$ cat src/rtl/fseq_pkg.sv
package fseq_pkg;

  localparam int WORD_W = 16;
  localparam int EXT_W  = 12;

  typedef enum logic {
    ST_FIRST  = 1'b0,
    ST_SECOND = 1'b1
  } seqState_t;

  // strobes from control to datapath
  typedef struct packed {
    logic redirect;     // load a new PC, kill words in flight
    logic useJump;      // absolute target selected (else relative)
    logic holdFirst;    // latch an opening word of a pair
    logic issueSingle;  // issue the current word alone
    logic issueJoin;    // issue held word plus current word
    logic markNop;      // single issue is a lone continuation word
  } seqStrobe_t;

  function automatic logic isContinuation(input logic [WORD_W-1:0] w);
    return w[WORD_W-1 -: 4] == 4'hF;
  endfunction

  function automatic logic isAbsJump(input logic [WORD_W-1:0] w);
    return (w[15:9] == 7'b1110110) || (w[15:8] == 8'hEF);
  endfunction

  function automatic logic isTwoWord(input logic [WORD_W-1:0] w);
    return (w[15:12] == 4'hC) || isAbsJump(w) || (w[15:8] == 8'hEE);
  endfunction

endpackage

$ cat src/rtl/fseq_ctrl.sv
module fseq_ctrl
  import fseq_pkg::*;
(
  input  logic              clk,
  input  logic              rstN,
  input  logic              fetchValid,
  input  logic [WORD_W-1:0] fetchWord,
  input  logic              skipReq,
  input  logic              jumpValid,
  input  logic              brValid,
  output seqStrobe_t        strobe
);

  seqState_t state, stateNext;
  logic      skipPend, skipPendNext;
  logic      skipEff, redirect;

  always_comb begin
    redirect     = jumpValid | brValid;
    skipEff      = skipPend | skipReq;
    strobe       = '0;
    strobe.redirect = redirect;
    strobe.useJump  = jumpValid;
    stateNext    = state;
    skipPendNext = skipEff;
    if (redirect) begin
      // a redirect discards everything, including a pending skip
      stateNext    = ST_FIRST;
      skipPendNext = 1'b0;
    end else if (fetchValid) begin
      if (state == ST_SECOND) begin
        strobe.issueJoin = 1'b1;
        stateNext        = ST_FIRST;
      end else if (skipEff) begin
        skipPendNext = 1'b0;          // this word is dropped
      end else if (isTwoWord(fetchWord)) begin
        strobe.holdFirst = 1'b1;
        stateNext        = ST_SECOND;
      end else begin
        strobe.issueSingle = 1'b1;
        strobe.markNop     = isContinuation(fetchWord);
      end
    end
  end

  always_ff @(posedge clk or negedge rstN) begin
    if (!rstN) begin
      state    <= ST_FIRST;
      skipPend <= 1'b0;
    end else begin
      state    <= stateNext;
      skipPend <= skipPendNext;
    end
  end

  // a consumed skip leaves nothing pending behind it
  a_r6_skip_consumed: assert property (@(posedge clk) disable iff (!rstN)
    (fetchValid && state == ST_FIRST && skipEff && !redirect) |=> !skipPend);

  // a redirect always returns to the first-word state with no skip
  a_r10_redirect_clears: assert property (@(posedge clk) disable iff (!rstN)
    redirect |=> (state == ST_FIRST && !skipPend));

  // the second-word state lasts at most one valid word
  a_r4_pair_closes: assert property (@(posedge clk) disable iff (!rstN)
    (state == ST_SECOND && fetchValid) |=> state == ST_FIRST);

endmodule

$ cat src/rtl/fseq_dpath.sv
module fseq_dpath
  import fseq_pkg::*;
#(
  parameter int PC_W  = 21,
  parameter int OFF_W = 11
) (
  input  logic              clk,
  input  logic              rstN,
  input  seqStrobe_t        strobe,
  input  logic [WORD_W-1:0] memData,
  input  logic [PC_W-2:0]   jumpWordAddr,
  input  logic [OFF_W-1:0]  brOffset,
  output logic [PC_W-1:0]   memAddr,
  output logic              fetchValid,
  output logic              issueValid,
  output logic [PC_W-1:0]   issuePc,
  output logic [WORD_W-1:0] issueWord,
  output logic [EXT_W-1:0]  issueExt,
  output logic              issueTwoWord,
  output logic              issueNop,
  output logic              issueAbs,
  output logic [PC_W-1:0]   issueJumpTgt
);

  localparam logic [PC_W-1:0] STEP  = PC_W'(2);
  localparam int              SXT_W = PC_W - OFF_W - 1;

  logic [PC_W-1:0]   pc, fetchPc, holdPc, lastNext;
  logic [WORD_W-1:0] holdWord;
  logic [PC_W-1:0]   brStep, redirTarget, joinTgt;

  assign memAddr = pc;
  assign brStep  = {{SXT_W{brOffset[OFF_W-1]}}, brOffset, 1'b0};
  assign redirTarget = strobe.useJump ? {jumpWordAddr, 1'b0} : (lastNext + brStep);
  assign joinTgt = PC_W'({memData[EXT_W-1:0], holdWord[7:0], 1'b0});

  // fetch side
  always_ff @(posedge clk or negedge rstN) begin
    if (!rstN) begin
      pc         <= '0;
      fetchPc    <= '0;
      fetchValid <= 1'b0;
    end else if (strobe.redirect) begin
      pc         <= redirTarget;
      fetchValid <= 1'b0;
    end else begin
      pc         <= pc + STEP;
      fetchPc    <= pc;
      fetchValid <= 1'b1;
    end
  end

  // pair holding register
  always_ff @(posedge clk or negedge rstN) begin
    if (!rstN) begin
      holdWord <= '0;
      holdPc   <= '0;
    end else if (strobe.holdFirst) begin
      holdWord <= memData;
      holdPc   <= fetchPc;
    end
  end

  // issue side
  always_ff @(posedge clk or negedge rstN) begin
    if (!rstN) begin
      issueValid   <= 1'b0;
      issuePc      <= '0;
      issueWord    <= '0;
      issueExt     <= '0;
      issueTwoWord <= 1'b0;
      issueNop     <= 1'b0;
      issueAbs     <= 1'b0;
      issueJumpTgt <= '0;
      lastNext     <= '0;
    end else begin
      issueValid <= strobe.issueSingle | strobe.issueJoin;
      if (strobe.issueSingle) begin
        issuePc      <= fetchPc;
        issueWord    <= memData;
        issueExt     <= '0;
        issueTwoWord <= 1'b0;
        issueNop     <= strobe.markNop;
        issueAbs     <= 1'b0;
        issueJumpTgt <= '0;
        lastNext     <= fetchPc + STEP;
      end else if (strobe.issueJoin) begin
        issuePc      <= holdPc;
        issueWord    <= holdWord;
        issueExt     <= memData[EXT_W-1:0];
        issueTwoWord <= 1'b1;
        issueNop     <= 1'b0;
        issueAbs     <= isAbsJump(holdWord);
        issueJumpTgt <= isAbsJump(holdWord) ? joinTgt : '0;
        lastNext     <= fetchPc + STEP;
      end
    end
  end

  // sequential fetch advances one word per cycle
  a_r2_pc_step: assert property (@(posedge clk) disable iff (!rstN)
    !strobe.redirect |=> memAddr == $past(memAddr) + STEP);

  // byte address stays word aligned
  a_r2_pc_even: assert property (@(posedge clk) disable iff (!rstN)
    !memAddr[0]);

  // a redirect kills the word in flight and the next issue slot
  a_r8_flush: assert property (@(posedge clk) disable iff (!rstN)
    strobe.redirect |=> (!issueValid && !fetchValid));

  // a no-operation issue is a lone continuation word
  a_r5_nop_shape: assert property (@(posedge clk) disable iff (!rstN)
    (issueValid && issueNop) |-> (issueWord[15:12] == 4'hF && !issueTwoWord && issueExt == '0));

  // a joined instruction spans two words for the next-address base
  a_r4_join_span: assert property (@(posedge clk) disable iff (!rstN)
    (issueValid && issueTwoWord) |-> lastNext == issuePc + STEP + STEP);

endmodule

$ cat src/rtl/fetch_seq.sv
module fetch_seq
  import fseq_pkg::*;
#(
  parameter int PC_W  = 21,
  parameter int OFF_W = 11
) (
  input  logic              clk,
  input  logic              rstN,
  output logic [PC_W-1:0]   memAddr,
  input  logic [WORD_W-1:0] memData,
  input  logic              skipReq,
  input  logic              jumpValid,
  input  logic [PC_W-2:0]   jumpWordAddr,
  input  logic              brValid,
  input  logic [OFF_W-1:0]  brOffset,
  output logic              issueValid,
  output logic [PC_W-1:0]   issuePc,
  output logic [WORD_W-1:0] issueWord,
  output logic [EXT_W-1:0]  issueExt,
  output logic              issueTwoWord,
  output logic              issueNop,
  output logic              issueAbs,
  output logic [PC_W-1:0]   issueJumpTgt
);

  seqStrobe_t strobe;
  logic       fetchValid;

  fseq_ctrl uCtrl (
    .clk        (clk),
    .rstN       (rstN),
    .fetchValid (fetchValid),
    .fetchWord  (memData),
    .skipReq    (skipReq),
    .jumpValid  (jumpValid),
    .brValid    (brValid),
    .strobe     (strobe)
  );

  fseq_dpath #(.PC_W(PC_W), .OFF_W(OFF_W)) uDpath (
    .clk          (clk),
    .rstN         (rstN),
    .strobe       (strobe),
    .memData      (memData),
    .jumpWordAddr (jumpWordAddr),
    .brOffset     (brOffset),
    .memAddr      (memAddr),
    .fetchValid   (fetchValid),
    .issueValid   (issueValid),
    .issuePc      (issuePc),
    .issueWord    (issueWord),
    .issueExt     (issueExt),
    .issueTwoWord (issueTwoWord),
    .issueNop     (issueNop),
    .issueAbs     (issueAbs),
    .issueJumpTgt (issueJumpTgt)
  );

  // nothing issues straight out of reset
  a_r1_quiet_after_reset: assert property (@(posedge clk) disable iff (!rstN)
    $rose(rstN) |-> !issueValid);

  // with a jump present the fetch goes to the absolute target
  a_r10_jump_wins: assert property (@(posedge clk) disable iff (!rstN)
    jumpValid |=> memAddr == {$past(jumpWordAddr), 1'b0});

endmodule

$ cat config.mk
export PLATFORM = sky130hd
export DESIGN_NAME = fetch_seq
export DESIGN_NICKNAME = d
export VERILOG_FILES = /design/src/rtl/fseq_pkg.sv /design/src/rtl/fseq_ctrl.sv /design/src/rtl/fseq_dpath.sv /design/src/rtl/fetch_seq.sv
export SDC_FILE = /design/constraint.sdc
export NUM_CORES = 1
export LEC_CHECK = 0
export ABC_AREA = 1
export BUFFER_PORTS_ARGS = -buffer_cell sky130_fd_sc_hd__buf_2
export CORE_ASPECT_RATIO = 1.2
export CORE_MARGIN = 2
export CORE_UTILIZATION = 23
export DETAILED_ROUTE_END_ITERATION = 8
export SYNTH_ARGS = -nofsm -noshare
export SYNTH_HDL_FRONTEND = slang
export SYNTH_SLANG_ARGS = --single-unit
$ cat constraint.sdc
create_clock -name clk -period 3.8 [get_ports clk]
set_input_delay 0.57 -clock clk [delete_from_list [all_inputs] [get_ports clk]]
set_output_delay 0.57 -clock clk [all_outputs]
set_load 0.05 [all_outputs]
# --- Yosys cells after proc, flatten, opt, wreduce, memory -nomap -nowiden ---
# Index checks and enable logic that the tools add are counted.
word_totals:
  register_bits: 177
  latch_bits: 0
  ram_bits: 0
  romBits: 0
  input_bits: 52
  output_inout_bits: 95
  elab_cells: 72
  memories: 0
op_classes:
  add_sub_neg: 3
  mul: 0
  n_div: 0
  magnitude_cmp: 0
  n_eq_ne: 7
  n_shift: 0
  n_mux: 37
  bitwise_logic: 3
  reduce_logical: 6
ops:
  columns: ["operator", "count"]
  rows:
  - ["$mux 21", 9]
  - ["$add 21x2->21 const B", 2]
  - ["$mux 16", 2]
  - ["$eq 8x8->1 const B", 3]
  - ["$mux 12", 2]
  - ["$add 21x21->21", 1]
  - ["$mux 1", 20]
  - ["$eq 7x7->1 const B", 2]
  - ["$eq 4x4->1 const B", 2]
  - ["$mux 4", 2]
  - ["$logic_or 1x1->1", 4]
  - ["$mux 2", 2]
  - ["$reduce_bool 2->1", 2]
  - ["$or 1x1->1", 3]

# --- Depth between registers and ports, before layout ---
# Gate-level depths: netlist of run 1.
logic_depth:
  ltp_word: 11
  depth_mapped: 14
  mapped_depth_nobuf: 14

# --- By module ---
# Synthesis of run 1 repeated with hierarchy kept, for this count alone.
unflattened:
  hier_cells: 1123
  hier_area_um2: 8993.6
modules_own_cells:
  columns: ["module", "n_inst", "cells_per_inst", "area_each_um2", "seq_area_each_um2"]
  rows:
  - ["fseq_dpath", 1, 1095, 8812.2, 4354.2]
  - ["fseq_ctrl", 1, 28, 181.4, 50.0]

# --- Worst setup path after synthesis of run 1 ---
# Ideal clock, no wire load.
synth_path:
  path_type: "input to register"
  from: "input brOffset[0]"
  to: "register uDpath.pc[9] (netlist: uDpath.memAddr[9])"
  setup_ns: 0.120
  t_arrival_ns: 1.863
  required_time_ns: 3.680
  setup_slack_ns: 1.817
  cell_stages: 13
  path_buffers: 0
  cell_sequence: "ha_1 -> inv_1 -> fa_1 -> inv_1 -> nand3_1 -> nand3_1 -> nand2_1 -> nand2_1 -> inv_1 -> nand2_1 -> nand2_1 -> o21ai_0 -> inv_1"
synth_via:
  elab_chain_cells: 3
synth_rtl:
  columns: ["item", "line_no", "rtl"]
  rows:
  - ["start: declaration", "fetch_seq.sv:15", "input logic [OFF_W-1:0] brOffset,"]
  - ["$add 21x21->21", "fseq_dpath.sv:34", "assign redirTarget = strobe.useJump ? {jumpWordAddr, 1'b0} : (lastNext + brStep);"]
  - ["$mux 21", "fseq_dpath.sv:34", null]
  - ["$mux 21", "fseq_dpath.sv:43", "end else if (strobe.redirect) begin"]
  - ["end signal: assignment", "fseq_dpath.sv:44", "pc <= redirTarget;"]
  - ["end signal: assignment", "fseq_dpath.sv:47", "pc <= pc + STEP;"]
  - ["end: declaration", "fseq_dpath.sv:28", "logic [PC_W-1:0] pc, fetchPc, holdPc, lastNext;"]
# No other way between the ends.
# A chain may end at the register's enable or synchronous reset.

# --- Worst setup path after layout of run 1 ---
layout_path:
  from: "input jumpValid"
  to: "register uDpath.issueJumpTgt[5]"
layout_via:
  elab_chain_cells: 3
  word_cells_on_any_way: 4
  cone_classes: "2 x mux; 1 x bitwise; 1 x reduce/logical"
layout_rtl:
  columns: ["item", "line_no", "rtl"]
  rows:
  - ["start: declaration", "fetch_seq.sv:12", "input logic jumpValid,"]
  - ["$or 1x1->1 *", "fseq_ctrl.sv:19", "redirect = jumpValid | brValid;"]
  - ["$mux 4 *", "fseq_ctrl.sv:26", "if (redirect) begin"]
  - ["$mux 21 / $reduce_bool 2->1 (equally long branches)", null, null]
  - ["end signal: assignment", "fseq_dpath.sv:94", "issueJumpTgt <= isAbsJump(holdWord) ? joinTgt : '0;"]
  - ["end: declaration", "fseq_dpath.sv:22", "output logic [PC_W-1:0] issueJumpTgt"]
# Mark *: on every way between the ends. The rest lies on a longest branch, timed or not.

==> results.sh, run 1 <==
export IMPL_combPwrFrac=0.299
export IMPL_reg2reg_to="uDpath.issueWord[2]"
export IMPL_drt_wl_total_mm=26.2
export IMPL_crit_path_start_kind="input pin"
export IMPL_rsz0062_at_grt="no"
export IMPL_hold_path_class="in2async"
export IMPL_grt_ovfl_total=0
export IMPL_synth_warnings=0
export IMPL_post_route_period_util=0.670
export IMPL_synth_top_area_frac=0.501
export IMPL_p_per_area_nw_per_um2=560
export IMPL_syn2layout_area_growth_pct=20.7
export IMPL_synth_seq_cells=176
export IMPL_antenna_cells=0
export IMPL_crit_fanout=62
export IMPL_seq_power_share=0.399
export IMPL_die_w_um=182
export IMPL_cts_max_level=4
export IMPL_cts_setup_buffers=0
export IMPL_ys_types=32
export IMPL_drive_gt1_frac=0.159
export IMPL_critPathArrivalTime_ps=2890
export IMPL_cts_tree="yes"
export IMPL_placedInstanceArea_sq_um=10000
export IMPL_drc_errors=0
export IMPL_avgSynthCellArea_sq_um=8.00
export IMPL_maxCapViolations=0
export IMPL_initial_utilization=0.233
export IMPL_synthTopCellsByArea="dfrtp_1 50%, nand2_1 15%, o21ai_0 6.8%"
export IMPL_synth_seq_area_share=0.501
export IMPL_clock_sinks=176
export IMPL_post_cts_resized=0
export IMPL_timing_rr_start="uCtrl.state"
export IMPL_grt_pass1_vias=7488
export IMPL_vias=7788
export IMPL_dpl_hpwl_mm=19.1
export IMPL_syn_nets=1173
export IMPL_hold_buffers=0
export IMPL_maxSlewHeadroom=0.477
export IMPL_grt_max_degree=81
export IMPL_internal_power_mw=3.52
export IMPL_fp_dieH_um=218
export IMPL_dieArea_sq_um=39800
export IMPL_vias_per_cell=4.51
export IMPL_root_buffer="clkbuf_16"
export IMPL_globalplace_congestion=0.891
export IMPL_portBuffers=145
export IMPL_wl_per_cell_um=15.2
export IMPL_clock_path_buffers=2
export IMPL_syn_cell_area_sq_um=8790
export IMPL_report_final_slew_viol_count=0
export IMPL_ant_nets=0
export IMPL_grt_use_total=0.134
export IMPL_final_nets=1306
export IMPL_clk_pin_slew_worst_paths_ps=90
export IMPL_tns_ps=0
export IMPL_clockPowerShare=0.302
export IMPL_placementRows=78
export IMPL_finalSetupViolCount=0
export IMPL_ir_drop_mv=0.297
export IMPL_finalHoldViolations=0
export IMPL_first_pass_iters=5
export IMPL_yosysTopAreaCell="dfrtp_1"
export IMPL_end_kind="register"
export IMPL_synth_cells=1099
export IMPL_p_leak_nw=5.43
export IMPL_drt_iter0_drc=602
export IMPL_worst_clock_skew_ps=21.3
export IMPL_crit_type="in2reg"
export IMPL_tightest_slew_ps=785
export IMPL_fmax_ghz=0.393
export IMPL_swShare=0.408
export IMPL_status="complete, no violations"
export IMPL_clk_latency_ps=450
export IMPL_worst_ep_required_time_ps=4140
export IMPL_switching_power_mw=2.43
export IMPL_grt_pass1_wl_mm=41.7
export IMPL_final_min_clock_period_ps=2550
export IMPL_final_area_sq_um=10600
export IMPL_core_sq_um=37800
export IMPL_rr_worst_depth=9
export IMPL_cts_buffers_inserted=17
export IMPL_antenna_found_initial=0
export IMPL_rrSetupSlack_ps=1600
export IMPL_ios=147
-- synthesized netlist by cell type (all sizes together) --
cell    number
a211oi       1
a21oi       28
a31oi        2
and2         3
buf         16
clkbuf      24
conb         1
dfrtp      176
fa           1
ha          21
inv        129
nand2      366
nand3       45
nand4       13
nor2        64
nor3        10
nor4         3
o211ai      27
o21ai      121
o21bai       6
o221ai      11
o22ai        6
o31ai        1
xnor2        6
xor2        18
-- kinds of logic (layout without fill, tap and decap cells) --
logic type,count (synthesis),count (layout),share of synthesized area
AOI/OAI and AO/OA,203,203,0.132
xor gates and xnor gates,24,24,0.0239
adders and majority gates,22,22,0.0322
buffers and inverters,169,315,0.0791
DFF,176,176,0.501
other,1,1,0.000427
and+or+nand+nor,504,504,0.232
-- placed cells by master (no fill, tap or decap), drive strengths merged --
cell	n
nand2	366
dfrtp	176
buf	154
inv	136
o21ai	121
nor2	64
nand3	45
a21oi	28
o211ai	27
ha	21
xor2	18
clkbuf	17
nand4	13
o221ai	11
nor3	10
clkinv	8
o21bai	6
o22ai	6
xnor2	6
and2	3
nor4	3
a31oi	2
o31ai	1
a211oi	1
fa	1
conb	1
-- power groups by stage --
stage	clock network [mW]	logic (mW)	registers (mW)
3_5_place_dp	0	1.78	2.40
4_1_cts	1.83	1.79	2.37
2_1_floorplan	0	0.796	2.82
5_1_grt	1.92	1.97	2.41
3_3_place_gp	0	1.77	2.40
6_report	1.80	1.78	2.37
-- flip-flops by register name, indices dropped and copies added (netlist names) --
register	flops
uDpath.fetchPc	21
uDpath.holdPc	21
uDpath.issuePc	21
uDpath.lastNext	21
uDpath.memAddr	21
uDpath.issueJumpTgt	20
uDpath.holdWord	16
uDpath.issueWord	16
uDpath.issueExt	12
uCtrl.skipPend	1
uCtrl.state	1
uDpath.fetchValid	1
uDpath.issueAbs	1
uDpath.issueNop	1
uDpath.issueTwoWord	1
uDpath.issueValid	1
-- layer usage --
layer	share of wire	global-route usage	vias to the layer above
li1	-	-	3822
met1	0.49	0.192	3689
met2	0.45	0.211	256
met3	0.058	0.0255	19
met4	0.0089	0.0285	2
met5	0.00031	0	-
-- final cells by class --
| class | count | area, sq um |
|---|---|---|
| flip-flops and latches | 176 | 4400 |
| clock buffers | 17 | 425 |
| inverters | 129 | 484 |
| repair buffers | 154 | 825 |
| fillers | 4075 | 27200 |
| well taps | 480 | 601 |
| clock inverters | 15 | 185 |
| multi-input cells | 754 | 3690 |
-- worst max-delay path by stage --
stage                      from                       to  slack (ps)  depth (start not counted)
detailed placement    jumpValid  uDpath.issueJumpTgt[15]         780                         12
CTS                   jumpValid  uDpath.issueJumpTgt[11]        1250                         12
global placement      jumpValid   uDpath.issueJumpTgt[1]         860                         12
floorplan           brOffset[0]        uDpath.memAddr[9]        1820                         13
finish                jumpValid   uDpath.issueJumpTgt[5]        1250                         12
global route          jumpValid       uDpath.issueExt[9]         990                         12
-- worst max-delay path: stages --
cell	delay, ps
buf_2	290
inv_2	250
nand2_2	170
inv_2	70
nand3_4	80
inv_2	50
nand2_2	70
nand2_2	210
inv_2	580
buf_12	360
nand2_1	90
o21ai_0	80
-- per-stage QoR --
step | hold WS (ps) | setup slack [ps] | total power, mW | utilization | cells
global placement | 449 | 860 | 4.16 | 0.265 | 1693
finish | 141 | 1250 | 5.95 | 0.281 | 1725
detailed placement | 454 | 784 | 4.18 | 0.265 | 1693
CTS | 190 | 1250 | 5.99 | 0.281 | 1725
floorplan | 274 | 1820 | 3.61 | - | 1099
global route | 207 | 994 | 6.29 | 0.281 | 1725
(Power assumes the default switching activity.)
==> inputs of run 2 (changes only) <==
==> constraint.sdc (replaced) <==
create_clock -name clk -period 2.64 [get_ports clk]
set_input_delay 0.396 -clock clk [delete_from_list [all_inputs] [get_ports clk]]
set_output_delay 0.396 -clock clk [all_outputs]
set_load 0.05 [all_outputs]
==> results.sh, run 2 (same netlist as run 1, synthesis figures left out) <==
export IMPL_grt_ovfl_total=0
export IMPL_grt_use_total=0.135
export IMPL_cts_buffers_inserted=17
export IMPL_drt_wl_total_mm=26.4
export IMPL_ios=147
export IMPL_multi_input_area_sq_um=3690
export IMPL_switching_power_mw=3.38
export IMPL_tightest_slew_ps=689
export IMPL_p_per_area_nw_per_um2=799
export IMPL_ant_nets=0
export IMPL_hold_path_class="in2reg"
export IMPL_drt_iter0_drc=609
export IMPL_final_min_clock_period_ps=2100
export IMPL_drive_gt1_frac=0.164
export IMPL_fp_dieH_um=218
export IMPL_reg2reg_to="uDpath.memAddr[20]"
export IMPL_clockPowerShare=0.300
export IMPL_die_w_um=182
export IMPL_swShare=0.397
export IMPL_seqCellArea_sq_um=4400
export IMPL_vias=7785
export IMPL_clk_latency_ps=430
export IMPL_fmax_ghz=0.476
export IMPL_power_mw=8.53
export IMPL_grt_pass1_vias=7593
export IMPL_globalplace_congestion=0.854
export IMPL_final_common_cell="nand2_1"
export IMPL_endpoint="uDpath.memAddr[20]"
export IMPL_rr_worst_depth=9
export IMPL_finalHoldViolations=0
export IMPL_antenna_found_initial=0
export IMPL_clk_pin_slew_worst_paths_ps=70
export IMPL_initial_utilization=0.233
export IMPL_maxSlewHeadroom=0.540
export IMPL_stdcell_count=1733
export IMPL_report_final_slew_viol_count=0
export IMPL_seq_power_share=0.399
export IMPL_maxCapViolations=0
export IMPL_crit_path_start_kind="register"
export IMPL_grt_max_degree=71
export IMPL_wl_per_cell_um=15.2
export IMPL_finalSetupViolCount=0
export IMPL_drc_errors=0
export IMPL_syn2layout_area_growth_pct=21.4
export IMPL_crit_type="reg2reg"
export IMPL_clock_sinks=176
export IMPL_core_sq_um=37800
export IMPL_internal_power_mw=5.14
export IMPL_place_inst=1700
export IMPL_hold_buffers=1
export IMPL_timing_rr_start="uDpath.memAddr[3]"
export IMPL_ir_drop_mv=0.452
export IMPL_tns_ps=0
export IMPL_post_route_period_util=0.795
export IMPL_clock_path_buffers=2
export IMPL_antenna_cells=0
export IMPL_placementRows=78
export IMPL_status="complete, no violations"
export IMPL_post_cts_resized=0
export IMPL_worst_clock_skew_ps=8.81
export IMPL_critPathLaunch="uDpath.memAddr[3]"
export IMPL_portBuffers=145
export IMPL_first_pass_iters=7
export IMPL_critPathArrivalTime_ps=2420
export IMPL_final_nets=1314
export IMPL_p_leak_nw=5.47
export IMPL_rrSetupSlack_ps=540
export IMPL_cts_setup_buffers=0
export IMPL_dieArea_sq_um=39800
export IMPL_crit_fanout=6
export IMPL_nFillCells=4081
export IMPL_rsz0062_at_grt="no"
export IMPL_worst_ep_required_time_ps=2970
export IMPL_vias_per_cell=4.49
export IMPL_end_kind="register"
export IMPL_dpl_hpwl_mm=19.5
export IMPL_combPwrFrac=0.301
export IMPL_layout_common_cells="363 x nand2_1, 176 x dfrtp_1, 144 x buf_2"
export IMPL_grt_pass1_wl_mm=42.0
export IMPL_cts_max_level=4
export IMPL_root_buffer="clkbuf_16"
export IMPL_cts_tree="yes"
run 2: cell count changes in the layout (fill, tap and decap cells not counted), sizes merged:
cell / change
clkbuf: +1
clkinvlp: +2
buf: +7
inv: -1
dlygate4sd3: +1
clkinv: -3
bufinv: +1
run 2: per-layer routing:
metal,GRT usage,up-vias,share of wire
met5,0,-,0
met4,0.0331,0,0.011
met3,0.0282,25,0.058
met2,0.217,247,0.46
met1,0.185,3677,0.47
li1,-,3836,-
run 2: per-stage QoR:
step | util | hold slack (ps) | setup WS [ps] | area (sq um)
2_1_floorplan | - | 100 | 678 | 8790
3_3_place_gp | 0.267 | 368 | 471 | 10100
3_5_place_dp | 0.267 | 377 | 472 | 10100
4_1_cts | 0.283 | 180 | 538 | 10700
5_1_grt | 0.283 | 190 | 343 | 10700
6_report | 0.283 | 195 | 541 | 10700
run 2: worst max-delay path, stage by stage (launching register included):
cell     delay (ps)
dfrtp_1         420
nand2_1          70
nor2_1          330
nand2_1         120
nor2_1          260
nand4_1         260
nor2_1          260
nand3_1         110
nand3_1         100
nand2_1          50
run 2: power groups by stage:
stage / clock network, mW / registers, mW / logic, mW
after floorplan: 0 / 4.05 / 1.15
after global placement: 0 / 3.44 / 2.56
after detailed placement: 0 / 3.45 / 2.58
after CTS: 2.62 / 3.40 / 2.60
after global routing: 2.73 / 3.46 / 2.84
final: 2.55 / 3.40 / 2.57
run 2: worst min-delay path by stage:
| stage | from | end | slack (ps) | depth (start not counted) |
|---|---|---|---|---|
| global route | memData[4] | uDpath.holdWord[4] | 190 | 3 |
| finish | memData[7] | uDpath.holdWord[7] | 200 | 3 |
| floorplan | rstN | uCtrl.skipPend | 100 | 0 |
| detailed placement | rstN | uDpath.issueJumpTgt[15] | 380 | 1 |
| CTS | memData[7] | uDpath.holdWord[7] | 180 | 3 |
| global placement | rstN | uDpath.issueExt[6] | 370 | 1 |
run 2: cell type report:
| cell class | count | area share |
|---|---|---|
| Multi-Input combinational cell | 754 | 0.346 |
| Inverter | 129 | 0.0454 |
| Clock buffer | 18 | 0.0412 |
| Sequential cell | 176 | 0.413 |
| Clock inverter | 14 | 0.0141 |
| Timing Repair Buffer | 162 | 0.0843 |
| Tap cell | 480 | 0.0563 |
